--- config.mk ---
export PLATFORM = sky130hd
export DESIGN_NAME = i2c_addr_seq
export DESIGN_NICKNAME = d
export VERILOG_FILES = /design/src/rtl/i2c_addr_seq_pkg.sv /design/src/rtl/i2c_addr_hdr_fmt.sv /design/src/rtl/i2c_addr_cmd_dec.sv /design/src/rtl/i2c_addr_seq.sv
export SDC_FILE = /design/constraint.sdc
export NUM_CORES = 1
export LEC_CHECK = 0
export BUFFER_PORTS_ARGS = -buffer_cell sky130_fd_sc_hd__buf_2
export CAP_MARGIN = 20
export CORE_MARGIN = 2
export CORE_UTILIZATION = 52
export CTS_CLUSTER_DIAMETER = 100
export DETAILED_ROUTE_END_ITERATION = 8
export GPL_TIMING_DRIVEN = 1
export PLACE_DENSITY = 0.83
export SLEW_MARGIN = 20
export SYNTH_ARGS = -nofsm -noshare
export SYNTH_HDL_FRONTEND = slang
export SYNTH_SLANG_ARGS = --single-unit
--- constraint.sdc ---
create_clock -name clk -period 4.24 [get_ports clk]
set_input_delay 0.212 -clock clk [delete_from_list [all_inputs] [get_ports clk]]
set_output_delay 0.212 -clock clk [all_outputs]
set_load 0.005 [all_outputs]
--- src/rtl/i2c_addr_seq_pkg.sv ---
package i2c_addr_seq_pkg;

    localparam int ADDR_W   = 10;
    localparam int BYTE_W   = 8;
    localparam int A7_W     = 7;
    localparam int PFX_W    = 5;
    localparam logic [PFX_W-1:0] TENBIT_PFX = 5'b11110;

    typedef enum logic [1:0] {
        CMD_START  = 2'd0,
        CMD_RSTART = 2'd1,
        CMD_SEND   = 2'd2,
        CMD_DATA   = 2'd3
    } bus_cmd_e;

    typedef enum logic [2:0] {
        ST_IDLE,
        ST_COND_S,
        ST_BYTE_A,
        ST_BYTE_B,
        ST_COND_R,
        ST_BYTE_C,
        ST_DONE,
        ST_ABORT
    } seq_state_e;

    typedef struct packed {
        seq_state_e        state;
        logic              mode10;
        logic              rnw;
        logic [ADDR_W-1:0] addr;
    } seq_regs_t;

endpackage

--- src/rtl/i2c_addr_hdr_fmt.sv ---
module i2c_addr_hdr_fmt
    import i2c_addr_seq_pkg::*;
(
    input  logic [ADDR_W-1:0] addr,
    input  logic              mode10,
    input  logic              rnw,
    output logic [BYTE_W-1:0] first_byte,
    output logic [BYTE_W-1:0] second_byte,
    output logic [BYTE_W-1:0] resend_byte
);
    localparam int HI_W = ADDR_W - BYTE_W;

    logic [BYTE_W-1:0] seven_byte;
    logic [BYTE_W-1:0] ten_first;

    always_comb begin
        seven_byte  = {addr[A7_W-1:0], rnw};
        ten_first   = {TENBIT_PFX, addr[ADDR_W-1 -: HI_W], 1'b0};
        first_byte  = mode10 ? ten_first : seven_byte;
        second_byte = addr[BYTE_W-1:0];
        resend_byte = {TENBIT_PFX, addr[ADDR_W-1 -: HI_W], 1'b1};
    end

endmodule

--- src/rtl/i2c_addr_cmd_dec.sv ---
module i2c_addr_cmd_dec
    import i2c_addr_seq_pkg::*;
(
    input  seq_state_e        state,
    input  logic              rnw,
    input  logic [BYTE_W-1:0] first_byte,
    input  logic [BYTE_W-1:0] second_byte,
    input  logic [BYTE_W-1:0] resend_byte,
    output logic              cmd_valid,
    output logic [1:0]        cmd,
    output logic [BYTE_W-1:0] tx_byte,
    output logic              busy,
    output logic              done,
    output logic              rd_dir,
    output logic              nack_err,
    output logic              stop_req
);
    always_comb begin
        cmd_valid = 1'b1;
        cmd       = CMD_SEND;
        tx_byte   = '0;
        busy      = 1'b1;
        done      = 1'b0;
        rd_dir    = 1'b0;
        nack_err  = 1'b0;
        stop_req  = 1'b0;
        case (state)
            ST_IDLE: begin
                cmd_valid = 1'b0;
                busy      = 1'b0;
            end
            ST_COND_S: cmd = CMD_START;
            ST_BYTE_A: tx_byte = first_byte;
            ST_BYTE_B: tx_byte = second_byte;
            ST_COND_R: cmd = CMD_RSTART;
            ST_BYTE_C: tx_byte = resend_byte;
            ST_DONE: begin
                cmd    = CMD_DATA;
                done   = 1'b1;
                rd_dir = rnw;
            end
            ST_ABORT: begin
                cmd_valid = 1'b0;
                nack_err  = 1'b1;
                stop_req  = 1'b1;
            end
            default: begin
                cmd_valid = 1'b0;
                busy      = 1'b0;
            end
        endcase
    end

endmodule

--- src/rtl/i2c_addr_seq.sv ---
module i2c_addr_seq
    import i2c_addr_seq_pkg::*;
(
    input  logic        clk,
    input  logic        rst_n,
    input  logic        start_i,
    input  logic        mode10_i,
    input  logic        rnw_i,
    input  logic [9:0]  addr_i,
    input  logic        byte_done_i,
    input  logic        ack_i,
    input  logic        cond_done_i,
    output logic        cmd_valid_o,
    output logic [1:0]  cmd_o,
    output logic [7:0]  tx_byte_o,
    output logic        busy_o,
    output logic        done_o,
    output logic        rd_dir_o,
    output logic        nack_err_o,
    output logic        stop_req_o
);
    seq_regs_t regs_d, regs_q;

    logic [BYTE_W-1:0] first_byte;
    logic [BYTE_W-1:0] second_byte;
    logic [BYTE_W-1:0] resend_byte;

    i2c_addr_hdr_fmt u_fmt (
        .addr        (regs_q.addr),
        .mode10      (regs_q.mode10),
        .rnw         (regs_q.rnw),
        .first_byte  (first_byte),
        .second_byte (second_byte),
        .resend_byte (resend_byte)
    );

    always_comb begin
        regs_d = regs_q;
        case (regs_q.state)
            ST_IDLE: begin
                if (start_i) begin
                    regs_d.state  = ST_COND_S;
                    regs_d.mode10 = mode10_i;
                    regs_d.rnw    = rnw_i;
                    regs_d.addr   = addr_i;
                end
            end
            ST_COND_S: begin
                if (cond_done_i) regs_d.state = ST_BYTE_A;
            end
            ST_BYTE_A: begin
                if (byte_done_i) begin
                    if (!ack_i)             regs_d.state = ST_ABORT;
                    else if (regs_q.mode10) regs_d.state = ST_BYTE_B;
                    else                    regs_d.state = ST_DONE;
                end
            end
            ST_BYTE_B: begin
                if (byte_done_i) begin
                    if (!ack_i)          regs_d.state = ST_ABORT;
                    else if (regs_q.rnw) regs_d.state = ST_COND_R;
                    else                 regs_d.state = ST_DONE;
                end
            end
            ST_COND_R: begin
                if (cond_done_i) regs_d.state = ST_BYTE_C;
            end
            ST_BYTE_C: begin
                if (byte_done_i) regs_d.state = ack_i ? ST_DONE : ST_ABORT;
            end
            ST_DONE:  regs_d.state = ST_IDLE;
            ST_ABORT: regs_d.state = ST_IDLE;
            default:  regs_d.state = ST_IDLE;
        endcase
    end

    always_ff @(posedge clk or negedge rst_n) begin
        if (!rst_n) begin
            regs_q <= '{state: ST_IDLE, mode10: 1'b0, rnw: 1'b0, addr: '0};
        end else begin
            regs_q <= regs_d;
        end
    end

    i2c_addr_cmd_dec u_dec (
        .state       (regs_q.state),
        .rnw         (regs_q.rnw),
        .first_byte  (first_byte),
        .second_byte (second_byte),
        .resend_byte (resend_byte),
        .cmd_valid   (cmd_valid_o),
        .cmd         (cmd_o),
        .tx_byte     (tx_byte_o),
        .busy        (busy_o),
        .done        (done_o),
        .rd_dir      (rd_dir_o),
        .nack_err    (nack_err_o),
        .stop_req    (stop_req_o)
    );

endmodule

* Word-level counts from Yosys, hierarchy flattened
Cells that the tools add are included.
Storage, ports and cells: flip-flop bits (word level) 15, input bits 18, output and inout bits 16, word-level logic and storage cells 42
Cells by class: equal/unequal tests 13, mux-type cells 20, reductions and logical operators 5
Operator list (number):
- $pmux W8 S3 | 1
- $mux W3 | 7
- $pmux W3 S7 | 1
- $mux W15 | 1
- $eq A3 B3 Y1 const B | 4
- $ne A2 B2 Y1 const B | 6
- $mux W8 | 1
- $eq A3 B2 Y1 const B | 2
- $mux W1 | 6
- $pmux W2 S3 | 1
- $reduce_and A6 Y1 | 1
- $mux W2 | 2
- $reduce_or A2 Y1 | 2
- $eq A3 B1 Y1 const B | 1
- $logic_not A3 Y1 | 1
- $reduce_and A2 Y1 | 1

* Longest topological paths before layout
Gate-level depths: netlist of run 1.
word-level depth 4, mapped depth 5, mapped depth without buffers 3

* Modules after synthesis
Synthesis of run 1 repeated with hierarchy kept, for this count alone.
Unflattened totals: cell total of the unflattened synthesis 110, area, all modules 1163.6 sq um
Modules (own cells, without submodules):
- i2c_addr_seq | instances 1, cells each 53, area each 705.7 sq um, sequential area each 375.4 sq um
- i2c_addr_cmd_dec | instances 1, cells each 31, area each 265.3 sq um, sequential area each 0.0 sq um
- i2c_addr_hdr_fmt | instances 1, cells each 26, area each 192.7 sq um, sequential area each 0.0 sq um

* Worst setup path before layout of run 1
Ideal clock, no wire load.
path kind flip-flop to flip-flop, start point register regs_q[13], end point register regs_q[0], data arrival time 1.232 ns, required time 4.115 ns, slack 2.883 ns, stages on the path, launching flop included 5, path buffers 1, cell sequence dfrtp_1 nor3_2 and2_4 buf_12 mux2_4
On the way: word-level cells in the longest chain between the ends 2
RTL lines:
- start: declaration | line i2c_addr_seq.sv:22 | seq_regs_t regs_d, regs_q;
- start signal: assignment | line i2c_addr_seq.sv:79 | regs_q <= '{state: ST_IDLE, mode10: 1'b0, rnw: 1'b0, addr: '0};
- start signal: assignment | line i2c_addr_seq.sv:81 | regs_q <= regs_d;
- $logic_not A3 Y1 | line i2c_addr_seq.sv:39 | case (regs_q.state)
- $reduce_and A2 Y1 (no line)
No other way between the ends. A chain may end at the register's enable or synchronous reset.

* Final worst setup path of run 1
start point register regs_q[12], end point output port tx_byte_o[6]
On the way: word-level cells in the longest chain between the ends 2
RTL lines:
- $eq A3 B3 Y1 / $eq A3 B2 Y1 (equally long branches) | line i2c_addr_cmd_dec.sv:27 | case (state)
- $pmux W8 S3 (*) | line i2c_addr_cmd_dec.sv:27
- end: declaration | line i2c_addr_seq.sv:15 | output logic [7:0] tx_byte_o,
Mark *: on every way between the ends. The rest lies on a longest branch, timed or not.

==> results by group, run 1 <==
Outcome
  • Status: finished clean

Clock network
  • Total CTS buffers: 3
  • Clock Latency Late Sink: approximately 0.27 ns
  • H-Tree Depth: 1
  • CTS clock-pin slew for the worst setup and hold paths: roughly 0.090 ns
  • Root buf cell: clkbuf_4
  • Post-CTS Setup Bufs: 0
  • CTS tree: built
  • Clock tree buffer depth: 2
  • CTS sink cnt: 15

Logic synthesis
  • Async S/R FF share, synth: 1.00
  • Synth cell types: 32
  • Yosys reg bits: 15
  • Synth Net Count: about 120
  • Mean post-synth cell area: slightly above 10 um^2
  • Yosys warns: 0
  • Cells after synthesis: 97
  • Post-synthesis instance area: between 900 and 1000 um^2
  • Synth top area share: 0.382
  • Main synth FF type: dfrtp_1
  • Synth top area cells: dfrtp_1, mux2_4, o21ai_1
  • Sequential-to-total area share from yosys stat: 0.382
  • EDFF count, synth: 0
  • Largest area contributor in the netlist: dfrtp_1

Global route
  • Vias in the first global route: around 760
  • GR Overflow Total: 0
  • Largest net degree at the start of global routing: 24
  • First-pass GRT wire length: ~3.3 mm
  • GRT Total Usage: 0.207
  • Initial antenna violation count: 0

STA
  • Slew @ Worst Pin: around 0.65 ns
  • Period utilization: 0.436
  • Final hold vios: 0
  • RSZ-0062 raised after global routing: false
  • Max Slew Vio Count: 0
  • Final Skew: 0.000279 ns
  • Post-Route Setup TNS: 0 ns
  • Setup violators final: 0
  • Max Clk Rate: about 540 MHz
  • Rel. slew slack: 0.564
  • Setup ws final: 2.39 ns
  • Minimum clock period: about 1.8 ns

Power and ir drop
  • Sequential Power Share: 0.390
  • VDD IR max: between 0.0003 and 0.0004 V
  • Switching power: between 0.0003 and 0.0004 W
  • P per Cell Area: roughly 750 nW/um^2
  • Switch share: 0.407
  • Overall Power: a little under 0.0009 W
  • Comb power frac: 0.518
  • Power Internal: around 0.00052 W
  • Leakage: approximately 0.6 nW
  • Clock share of power: 0.092

Worst setup path
  • Critical Path AT: 1.64 ns
  • Crit. Startpoint: regs_q[12]$_DFFE_PN0P_
  • CP startpoint kind: flip-flop
  • RR Startpoint: regs_q[12]$_DFFE_PN0P_
  • Crit path kind: reg2out
  • Req. time, crit path: about 4 ns
  • Max FO, Critical Path: 23
  • Crit. End Element: primary output

Routing
  • Drt via density: around 5.6
  • DR iter-0 viols: 17
  • Via count: roughly 860
  • Routed wire length: between 2 and 2.5 mm
  • Avg WL per Cell: 13.5 um
  • Routed Antenna Nets: 0
  • DRC Markers: 0
  • First-pass DRT Iterations: 4

Placed design
  • DP HPWL: between 1.5 and 2 mm
  • GP Congestion: between 0.8 and 0.9
  • Worst slack, placed: between 2 and 3 ns
  • IO Port Bufs: 33

Finish
  • Most common cell after layout, fill and taps aside: buf_2
  • Syn-to-layout area delta: 17.8%
  • Final Util: 0.663
  • Most flops, register: regs_q
  • Number of flip-flops in the largest register: 15
  • Largest regs: regs_q (15)
  • Number of diodes: 0
  • Most frequent cells in the layout: buf_2, dfrtp_1, nor2_1, mux2_4, o21ai_1
  • Layout cells sized above 1: 0.398
  • Post-layout nets: between 100 and 150

Floorplan
  • Row count: 15
  • Die area: about 2300 um^2
  • # IOs: 34
  • Core area: ~1700 um^2
  • Initial Util: 0.563
  • Die Y-Extent: ~47 um
  • Die width: around 47 um

Hold path
  • HP Class: in2reg
  • Hold wc startpoint: addr_i[2]

Flow run
  • Maxcap violations: 0
path summary, 6_finish.rpt:
| check | end | slack [ns] | cells past startpoint |
|---|---|---|---|
| max in group asynchronous | regs_q[8]$_DFFE_PN0P_ | 3.64 | 2 |
| max | tx_byte_o[6] | 2.39 | 4 |
| min | regs_q[2]$_DFFE_PN0P_ | 0.15 | 2 |
| min in group asynchronous | regs_q[3]$_DFFE_PN0P_ | 0.36 | 2 |
| max reg2reg | regs_q[3]$_DFFE_PN0P_ | 2.54 | 3 |
| min reg2reg | regs_q[2]$_DFFE_PN0P_ | 0.54 | 1 |
cells in the mapped netlist, types with 2 or more instances:
cell type / count
dfrtp_1: 15
nor2_1: 11
mux2_4: 10
o21ai_1: 9
nand2_1: 7
buf_2: 4
o22ai_1: 4
a22oi_1: 3
inv_1: 3
mux2i_1: 3
a21oi_1: 2
a22o_1: 2
mux2_1: 2
nand3_1: 2
o211a_1: 2
or3b_1: 2
layout make-up:
class,instances,area (um^2)
Inverter,4,15.0
Clock buffer,3,22.5
Tap cell,25,31.3
Fill cell,161,588
Multi-Input combinational cell,71,533
Sequential cell,15,375
Clock inverter,1,5.00
Timing Repair Buffer,34,175
per-stage QoR:
step	area (um^2)	hold WS [ns]	cells
2_1_floorplan	982	-0.0836	97
3_3_place_gp	1120	0.131	148
3_5_place_dp	1120	0.129	148
4_1_cts	1160	0.146	153
5_1_grt	1160	0.143	153
6_report	1160	0.151	153
worst max-delay path: stages (launching register included):
cell,delay [ns]
dfrtp_1,0.77
or2_1,0.25
o22ai_1,0.08
o21ai_1,0.12
buf_2,0.13
logic make-up after synthesis:
| family | synth area share |
|---|---|
| AO/OA/AOI/OAI | 0.185 |
| buffers and inverters | 0.0752 |
| multiplexers | 0.206 |
| flip-flops | 0.382 |
| AND/OR/NAND/NOR | 0.152 |
power by group through the flow:
stage,clock network [W],registers [W],logic [W]
after detailed placement,0,0.000338,0.000451
after floorplan,0,0.000265,0.000410
after CTS,0.0000831,0.000335,0.000454
after global routing,0.0000899,0.000351,0.000500
final,0.0000803,0.000339,0.000450
after global placement,0,0.000333,0.000437
repair_timing:
item                                    CTS  global route
hold buffers                              1             0
gates resized for setup                   0             0
endpoints found under the setup margin    0             0
endpoints found under the hold margin    15             0
per-layer routing:
layer | wire length (um) | GRT usage | vias to the layer above
met4 | 22 | 0.0833 | 0
li1 | - | - | 411
met5 | 0 | 0 | -
met3 | 106 | 0.0226 | 2
met2 | 1010 | 0.341 | 24
met1 | 929 | 0.279 | 419
No activity file was read; power rests on OpenSTA's default activity.
==> run 2: changes to the inputs <==
--- a/config.mk
+++ b/config.mk
@@ -8,11 +8,11 @@
 export BUFFER_PORTS_ARGS = -buffer_cell sky130_fd_sc_hd__buf_2
 export CAP_MARGIN = 20
 export CORE_MARGIN = 2
-export CORE_UTILIZATION = 52
+export CORE_UTILIZATION = 44
 export CTS_CLUSTER_DIAMETER = 100
 export DETAILED_ROUTE_END_ITERATION = 8
 export GPL_TIMING_DRIVEN = 1
-export PLACE_DENSITY = 0.83
+export PLACE_DENSITY = 0.74
 export SLEW_MARGIN = 20
 export SYNTH_ARGS = -nofsm -noshare
 export SYNTH_HDL_FRONTEND = slang
==> constraint.sdc (replaced) <==
create_clock -name clk -period 1.6 [get_ports clk]
set_input_delay 0.08 -clock clk [delete_from_list [all_inputs] [get_ports clk]]
set_output_delay 0.08 -clock clk [all_outputs]
set_load 0.005 [all_outputs]
==> results by group, run 2 (same netlist as run 1, synthesis figures left out) <==
Worst setup path
  • RR Startpoint: regs_q[12]$_DFFE_PN0P_
  • Reg2Reg Depth: 4
  • Crit. Startpoint: regs_q[12]$_DFFE_PN0P_
  • Crit. End Element: primary output
  • CP startpoint kind: flip-flop
  • Crit path max-delay cell type: dfrtp_2
  • Worst path max stage delay: around 0.42 ns
  • Crit path kind: reg2out
  • Critical Path AT: around 1.5 ns
  • Critical-path cell list: buf_4 > or2_4 > o22ai_2 > o21ai_1 > buf_2
  • Reg-to-reg endpoint: regs_q[2]$_DFFE_PN0P_
  • Req. time, crit path: ~1.5 ns
  • Worst reg-to-reg setup slack: 0.08 ns
  • Max FO, Critical Path: 10

Routing
  • Avg WL per Cell: roughly 14 um
  • Via count: 885
  • Routed Antenna Nets: 0
  • DRC Markers: 0
  • First-pass DRT Iterations: 4
  • Routed wire length: ~2.2 mm
  • DR iter-0 viols: 16
  • Drt via density: 5.50

Power and ir drop
  • Leakage: 0.613 nW
  • Overall Power: between 0.002 and 0.0025 W
  • P per Cell Area: just over 2000 nW/um^2
  • VDD IR max: around 0.0012 V

Finish
  • Syn-to-layout area delta: 24.2%
  • Most common cell after layout, fill and taps aside: buf_2
  • Finished Layout Cells: around 160
  • Number of fill cells in the layout: 223
  • Largest regs: regs_q (15)
  • Number of diodes: 0
  • Layout cells sized above 1: 0.451
  • Post-layout nets: 152
  • Number of flip-flops in the largest register: 15
  • Most flops, register: regs_q
  • Most frequent cells in the layout: buf_2, dfrtp_1, nor2_1, mux2_4, o21ai_1

Placed design
  • GP Congestion: 0.809
  • IO Port Bufs: 33
  • Placed insts: ~160
  • DP HPWL: 1.66 mm

STA
  • Final hold vios: 0
  • RSZ-0062 raised after global routing: true
  • Final Skew: 0.00271 ns
  • Slew @ Worst Pin: about 0.35 ns
  • Period utilization: 0.973
  • Max Slew Vio Count: 0
  • Rel. slew slack: 0.769
  • Min Hold Slack: 0.00473 ns
  • Setup violators final: 0
  • Max Clk Rate: about 640 MHz
  • Minimum clock period: about 1.6 ns

Floorplan
  • # IOs: 34
  • Die area: around 2600 um^2
  • Core area: approximately 2200 um^2
  • Row count: 17
  • Die Y-Extent: 51.2 um
  • Die width: between 50 and 60 um
  • Initial Util: 0.453

Clock network
  • CTS clock-pin slew for the worst setup and hold paths: approximately 0.08 ns
  • CTS sink cnt: 15
  • Clock tree buffer depth: 2
  • Root buf cell: clkbuf_4
  • CTS tree: built
  • Clock Latency Late Sink: roughly 0.28 ns
  • H-Tree Depth: 1
  • Total CTS buffers: 3

Global route
  • GR Overflow Total: 0
  • Initial antenna violation count: 0
  • GRT Total Usage: 0.188
  • Largest net degree at the start of global routing: 16
  • Vias in the first global route: approximately 800
  • First-pass GRT wire length: around 3.6 mm

Outcome
  • Status: finished clean

Flow run
  • Maxcap violations: 0

Hold path
  • Hold Path Cell Cnt: 2
  • WHS Endpoint: regs_q[2]$_DFFE_PN0P_
  • Hold wc startpoint: addr_i[2]
  • HP Class: in2reg
-- run 2: changes by cell type in the layout (fill, tap and decap cells not counted), sizes merged --
cell    previous run  this run
clkinv             1         0
clkbuf             3         4
buf               33        38
-- run 2: metrics by stage --
stage	instance area, um^2	setup WS (ns)	util	setup TNS, ns
5_1_grt	1220	-0.0236	0.562	-0.0808
2_1_floorplan	982	0.243	-	0
3_5_place_dp	1150	0.144	0.532	0
6_report	1220	0.0426	0.562	0
4_1_cts	1200	0.0131	0.552	0
3_3_place_gp	1150	0.190	0.532	0
-- run 2: metal layers --
layer  vias to the layer above  share of wire  global-route usage
met3                         4          0.066              0.0351
met4                         0          0.014              0.0789
met1                       419           0.44               0.248
met2                        39           0.48               0.303
met5                         -              0                   0
li1                        423              -                   -
-- run 2: where the power goes --
group          total, W  internal (W)  switching, W
clock network  0.000215     0.0000970      0.000118
registers      0.000776      0.000577      0.000199
logic           0.00148      0.000820      0.000660
total           0.00247       0.00149      0.000977
-- run 2: critical path: cells and delay by family, from the launching register on --
family	cells	cell delay, ns
buf+inv	2	0.30
compound gates	2	0.18
simple gates	1	0.28
flops	1	0.42
-- run 2: worst max-delay path by stage --
stage,end,cells after the start,slack [ns]
finish,tx_byte_o[4],5,0.04
detailed placement,regs_q[2]$_DFFE_PN0P_,3,0.14
global placement,regs_q[3]$_DFFE_PN0P_,3,0.19
global route,regs_q[3]$_DFFE_PN0P_,4,-0.02
CTS,tx_byte_o[6],5,0.01
floorplan,regs_q[0]$_DFFE_PN0P_,4,0.24
-- run 2: area by class of cell --
cell class / instances / area [um^2] / share of cell area
Clock buffer: 4 / 26.3 / 0.0215
Inverter: 4 / 15.0 / 0.0123
Multi-Input combinational cell: 71 / 554 / 0.454
Sequential cell: 15 / 377 / 0.309
Tap cell: 28 / 35.0 / 0.0287
Timing Repair Buffer: 39 / 213 / 0.174
-- run 2: what timing repair did --
action,in CTS,in global routing
resized for setup,1,4
setup buffers,1,0
hold buffers,1,0
pin swaps,0,0
setup endpoints to repair,4,7
endpoints found under the hold margin,15,0
